### src/rtl/xw_pkg.sv
package xw_pkg;
    localparam int unsigned VA_W = 32;

    typedef enum logic [1:0] {
        ACC_READ  = 2'd0,
        ACC_WRITE = 2'd1,
        ACC_FETCH = 2'd2
    } acc_e;

    typedef enum logic [1:0] {
        ST_IDLE = 2'd0,
        ST_LVL1 = 2'd1,
        ST_LVL2 = 2'd2
    } wstate_e;

    localparam logic [3:0] FC_SECT_XLAT = 4'd5;
    localparam logic [3:0] FC_PAGE_XLAT = 4'd7;
    localparam logic [3:0] FC_SECT_DOM  = 4'd9;
    localparam logic [3:0] FC_PAGE_DOM  = 4'd11;
    localparam logic [3:0] FC_SECT_PERM = 4'd13;
    localparam logic [3:0] FC_PAGE_PERM = 4'd15;

    typedef struct packed {
        logic        fault;
        logic [7:0]  fstat;
        logic [31:0] pa;
    } result_t;

    function automatic logic [7:0] mk_fstat(input logic [3:0] dom, input logic [3:0] code);
        return {dom, code};
    endfunction
endpackage

### src/rtl/xw_remap.sv
module xw_remap #(
    parameter int unsigned W = 32,
    parameter logic [31:0] LIMIT = 32'h0200_0000
) (
    input  logic [W-1:0] va,
    input  logic [W-1:0] offset,
    output logic [W-1:0] mva
);
    always_comb begin
        if (va < LIMIT[W-1:0]) mva = va + offset;
        else                   mva = va;
    end
endmodule

### src/rtl/xw_access.sv
module xw_access (
    input  logic [1:0] dom_val,
    input  logic [1:0] ap,
    input  logic [1:0] pmode,
    input  logic       user,
    input  logic       is_wr,
    output logic       dom_fault,
    output logic       grant
);
    logic ap_ok;

    always_comb begin
        unique case (ap)
            2'd0: begin
                if (is_wr)                ap_ok = 1'b0;
                else if (pmode == 2'b01)  ap_ok = !user;
                else if (pmode == 2'b10)  ap_ok = 1'b1;
                else                      ap_ok = 1'b0;
            end
            2'd1:    ap_ok = !user;
            2'd2:    ap_ok = !(user && is_wr);
            default: ap_ok = 1'b1;
        endcase
    end

    assign dom_fault = (dom_val == 2'd0) || (dom_val == 2'd2);
    assign grant     = (dom_val == 2'd3) || ((dom_val == 2'd1) && ap_ok);
endmodule

### src/rtl/xlat_walker.sv
module xlat_walker
    import xw_pkg::*;
#(
    parameter logic [31:0] REMAP_LIMIT = 32'h0200_0000
) (
    input  logic        clk,
    input  logic        rst,
    input  logic        start,
    input  logic [31:0] va,
    input  logic [1:0]  acc,
    input  logic        user,
    input  logic        cfg_en,
    input  logic [31:0] cfg_base,
    input  logic [31:0] cfg_dacr,
    input  logic [31:0] cfg_pid,
    input  logic [1:0]  cfg_pmode,
    output logic        rd_valid,
    output logic [31:0] rd_addr,
    input  logic        rd_ready,
    input  logic [31:0] rd_data,
    output logic        done,
    output logic        fault,
    output logic [7:0]  fstat,
    output logic [31:0] pa
);
    wstate_e     st;
    logic [31:0] mva_q, l1_q;
    logic        user_q, wr_q;
    logic [31:0] mva_in;
    result_t     res_q;

    xw_remap #(.W(VA_W), .LIMIT(REMAP_LIMIT)) u_remap (
        .va(va), .offset(cfg_pid), .mva(mva_in)
    );

    // descriptor evaluation
    logic [31:0] desc, l1_view;
    logic [3:0]  dom_idx;
    logic [1:0]  dom_val, ap_sel, k_sel;
    logic [31:0] pa_cand;
    logic        dom_fault, grant;

    assign desc    = rd_data;
    assign l1_view = (st == ST_LVL1) ? rd_data : l1_q;
    assign dom_idx = l1_view[8:5];
    assign dom_val = cfg_dacr[{dom_idx, 1'b0} +: 2];

    always_comb begin
        k_sel   = 2'd0;
        ap_sel  = desc[5:4];
        pa_cand = {desc[31:10], mva_q[9:0]};
        if (st == ST_LVL1) begin
            ap_sel  = desc[11:10];
            pa_cand = {desc[31:20], mva_q[19:0]};
        end else begin
            unique case (desc[1:0])
                2'd1: begin
                    k_sel   = mva_q[15:14];
                    ap_sel  = desc[{k_sel, 1'b0} + 4 +: 2];
                    pa_cand = {desc[31:16], mva_q[15:0]};
                end
                2'd2: begin
                    k_sel   = mva_q[11:10];
                    ap_sel  = desc[{k_sel, 1'b0} + 4 +: 2];
                    pa_cand = {desc[31:12], mva_q[11:0]};
                end
                default: begin
                    ap_sel  = desc[5:4];
                    pa_cand = {desc[31:10], mva_q[9:0]};
                end
            endcase
        end
    end

    xw_access u_access (
        .dom_val(dom_val), .ap(ap_sel), .pmode(cfg_pmode), .user(user_q),
        .is_wr(wr_q), .dom_fault(dom_fault), .grant(grant)
    );

    function automatic result_t flt(input logic [3:0] d, input logic [3:0] c);
        result_t r;
        r.fault = 1'b1;
        r.fstat = mk_fstat(d, c);
        r.pa    = '0;
        return r;
    endfunction

    function automatic result_t ok(input logic [31:0] p);
        result_t r;
        r.fault = 1'b0;
        r.fstat = '0;
        r.pa    = p;
        return r;
    endfunction

    always_ff @(posedge clk) begin
        if (rst) begin
            st     <= ST_IDLE;
            mva_q  <= '0;
            l1_q   <= '0;
            user_q <= 1'b0;
            wr_q   <= 1'b0;
            res_q  <= '0;
            done   <= 1'b0;
        end else begin
            done <= 1'b0;
            unique case (st)
                ST_IDLE: if (start) begin
                    mva_q  <= mva_in;
                    user_q <= user;
                    wr_q   <= (acc == ACC_WRITE);
                    if (!cfg_en) begin
                        res_q <= ok(mva_in);
                        done  <= 1'b1;
                    end else begin
                        st <= ST_LVL1;
                    end
                end
                ST_LVL1: if (rd_ready) begin
                    l1_q <= desc;
                    if (desc[1:0] == 2'd0) begin
                        res_q <= flt(dom_idx, FC_SECT_XLAT);
                        done <= 1'b1; st <= ST_IDLE;
                    end else if (dom_fault) begin
                        res_q <= flt(dom_idx, (desc[1:0] == 2'd2) ? FC_SECT_DOM : FC_PAGE_DOM);
                        done <= 1'b1; st <= ST_IDLE;
                    end else if (desc[1:0] == 2'd2) begin
                        res_q <= grant ? ok(pa_cand) : flt(dom_idx, FC_SECT_PERM);
                        done <= 1'b1; st <= ST_IDLE;
                    end else begin
                        st <= ST_LVL2;
                    end
                end
                ST_LVL2: if (rd_ready) begin
                    if (desc[1:0] == 2'd0 || (desc[1:0] == 2'd3 && l1_q[1:0] == 2'd1))
                        res_q <= flt(dom_idx, FC_PAGE_XLAT);
                    else
                        res_q <= grant ? ok(pa_cand) : flt(dom_idx, FC_PAGE_PERM);
                    done <= 1'b1; st <= ST_IDLE;
                end
                default: st <= ST_IDLE;
            endcase
        end
    end

    assign rd_valid = (st == ST_LVL1) || (st == ST_LVL2);
    assign rd_addr  = (st == ST_LVL1) ? {cfg_base[31:14], mva_q[31:20], 2'b00}
                                      : {l1_q[31:10], mva_q[19:12], 2'b00};
    assign fault = res_q.fault;
    assign fstat = res_q.fstat;
    assign pa    = res_q.pa;


    rd_hold_chk: assert property (@(posedge clk) disable iff (rst)
        rd_valid && !rd_ready |=> rd_valid && $stable(rd_addr));

    done_pulse_chk: assert property (@(posedge clk) disable iff (rst)
        done |=> !done);

    fault_code_chk: assert property (@(posedge clk) disable iff (rst)
        done && fault |-> fstat[0] && (fstat[3:0] >= 4'd5));

    bypass_noread_chk: assert property (@(posedge clk) disable iff (rst)
        done |-> !rd_valid);

    idle_done_chk: assert property (@(posedge clk) disable iff (rst)
        $fell(rd_valid) |-> done);
endmodule

### config.mk
export PLATFORM = sky130hd
export DESIGN_NAME = xlat_walker
export DESIGN_NICKNAME = d
export VERILOG_FILES = /design/src/rtl/xw_pkg.sv /design/src/rtl/xw_remap.sv /design/src/rtl/xw_access.sv /design/src/rtl/xlat_walker.sv
export SDC_FILE = /design/constraint.sdc
export NUM_CORES = 1
export LEC_CHECK = 0
export ABC_AREA = 1
export BUFFER_PORTS_ARGS = -buffer_cell sky130_fd_sc_hd__buf_2
export CORE_MARGIN = 5
export CORE_UTILIZATION = 50
export DETAILED_ROUTE_END_ITERATION = 7
export PLACE_DENSITY = 0.79
export SYNTH_ARGS = -nofsm -noshare
export SYNTH_HDL_FRONTEND = slang
export SYNTH_SLANG_ARGS = --single-unit
### constraint.sdc
create_clock -name clk -period 3.3 [get_ports clk]
set_input_delay 0.33 -clock clk [delete_from_list [all_inputs] [get_ports clk]]
set_output_delay 0.33 -clock clk [all_outputs]
set_load 0.02 [all_outputs]
==> metrics <==
Core Rows=45; largest area contributor in the netlist=dfxtp_1; gr ovfl total=0; First-pass DRT Iterations=5; Worst Path Max Fanout=37; Resize count post-CTS=0; Post-Synthesis Cells=1252; grt met3 use=0.0424; cell total after placement=1628; Setup WS pre-CTS=0.432 ns; Seq cells post-synth=105; WP depth=14; top cell type's share of synthesized area=0.273; initial antenna violation count=0; max_cap viols=0; Via density=5.30; pins over their slew limit=0; CTS Root Cell=clkbuf_16; relative slew slack=0.535; crit path cell chain=inv_1, ha_2, buf_4, nand2_1, o21ai_1, nand3_1, nand2_1, or2_4, nand4_4, inv_2, buf_12, nand2_1, o21ai_0, inv_1; Core ar.=15100 sq um; Mean Syn Cell Area=6.14 sq um; Least-Margin Pin Slew=0.693 ns; vias in the first global route=7907; clock-pin slew reported for the worst setup and hold paths after clock tree synthesis=0.07 ns; wire per inst=14.6 um; clock power share=0.158; Switching Fraction=0.482; Finished Cell Area=9220 sq um; half-perimeter wire length after placement=19000 um; full die area=18000 sq um; routability cong.=1.03; die span in x=134 um; count of boundary I/O pins=245; busiest metal layer after global routing=met2; met1 usage=0.364; # nets final=1661; number of H-tree levels=3; Layout area overhead=19.9%; Post-synth EDFFs=0; Hold Path Stages=3; f_max=343 MHz; Layout Cells excl Fill=1643; CTS tree=built; Top delay family on crit path=buffers and inverters; Setup crit end kind=flop; Async SR Flop Fraction=0; Pwr Total=6.74 mW; LEAKAGE=4.80 nW; Crit path required time=3.54 ns; maximum vdd ir drop=0.316 mV; Port Buffers=226; Most Frequent Cell on Critical Path=nand2_1; grt met2 use=0.409; Period minus WS final=2.92 ns; crit-path max cell delay=0.39 ns; Final Hold Fails=0; Antenna Cells=0; pwr/cell area=731 nW/um^2; Finish-stage setup viols=0; Distinct cells, synth=51; Comb power frac=0.571; sequential power share=0.271; first-pass GRT wire length=38300 um; WHS=0.245 ns; Synth Warn #=0; Min-Delay Path Class=primary input to flop; count leader, synth=nand2_1; clk_skew=0.00658 ns; Critical path buffers and inverters=5; Critical Path Start Type=flop; share of layout cells above drive strength 1=0.195; # DRC=0; Tcrit/Tclk final=0.884; vias=8710; post-synthesis sequential area ratio=0.273; crit path DAT=3.16 ns; clk buf depth=2; pin count of the biggest net entering global routing=42; antenna viol nets, final=0; gr usage total=0.258; Most used DFF post-synth=dfxtp_1; final worst-path setup slack=0.384 ns; Int Pwr=3.49 mW; # clock sinks=105; CTS buffer count=9; Die Y=134 um; Initial Util=0.508; worst skew pair latency=0.35 ns; synth cell count leaders=nand2_1 (333), nor2_1 (148), inv_1 (138); dominant cells by area after synthesis=dfxtp_1 (27%), nand2_1 (16%), o21ai_0 (7.9%); Psw=3.25 mW; mapped cell area=7690 sq um; WL final=24000 um; FF-to-FF path depth=14; CTS Hold Bufs=0; post-layout util=0.609; placed cell areas=8930 sq um; slowest CP cell=buf_4; Setup TNS Final=0 ns; RSZ-0062 raised after global routing=no; DRT iter0 DRCs=577; critical setup path kind=flop to flop; status=finished clean; Setup Fix Bufs, Post-CTS=0
==> tightest hold or removal path: stages <==
cell and delay [ns]:
buf_2 0.08, o21ai_0 0.07, nor2_1 0.08
==> layer usage <==
| metal | vias to the layer above | part of all wire | wire length, um |
|---|---|---|---|
| met3 | 31 | 0.078 | 1880 |
| met5 | - | 0 | 0 |
| li1 | 4474 | - | - |
| met2 | 328 | 0.44 | 10600 |
| met1 | 3877 | 0.46 | 11000 |
| met4 | 0 | 0.021 | 501 |
==> layout make-up <==
type | instances | area (sq um)
Fill cell | 1526 | 5930
Sequential cell | 105 | 2100
Tap cell | 188 | 235
Clock inverter | 5 | 57.6
Timing Repair Buffer | 243 | 1280
Multi-Input combinational cell | 946 | 4760
Inverter | 146 | 553
Clock buffer | 10 | 229
==> cells in the final DEF (no fill, tap or decap), types with 3 or more instances in the layout <==
master / count
nor3_1: 5
nand4_1: 5
dfxtp_1: 105
or2_2: 8
o211ai_1: 23
xor2_1: 9
inv_1: 138
a21oi_1: 102
clkinvlp_4: 3
a21o_1: 7
buf_2: 226
clkinv_1: 3
nor2_1: 147
o21ai_0: 122
xnor2_1: 6
inv_2: 3
nand3_1: 86
a211oi_1: 5
nand2_1: 333
a21boi_0: 3
a31oi_1: 5
o32ai_1: 4
nand3b_1: 4
buf_4: 15
ha_1: 38
clkbuf_16: 9
o21ai_1: 4
==> state kept, by name, summed over array words and instances, names as in the netlist <==
signal and count:
st 2, mva_q 32, wr_q 1, pa 32, user_q 1, fstat 8
l1_q 28, done 1
==> power by group through the flow <==
stage	clock network, mW	registers (mW)	logic, mW
detailed placement	0	1.85	3.83
global placement	0	1.84	3.78
CTS	1.07	1.82	3.85
global route	1.12	1.86	4.32
floorplan	0	1.96	2.65
finish	1.06	1.82	3.85
==> path summary, 6_finish.rpt <==
| kind | from | to | slack, ns |
|---|---|---|---|
| max | st[1] | pa[22] | 0.38 |
| max reg2reg | st[1] | pa[22] | 0.38 |
| min reg2reg | mva_q[8] | pa[8] | 0.46 |
| min | user | user_q | 0.25 |
==> logic make-up after synthesis <==
family          after synthesis  share of synthesized area
flops                       105                      0.273
mux                           2                    0.00260
xor+xnor                     15                     0.0171
simple gates                598                      0.321
buf+inv                     202                      0.109
other cells                   1                   0.000488
compound gates              289                      0.210
fa+ha+maj                    40                     0.0661
(Power assumes the default switching activity.)
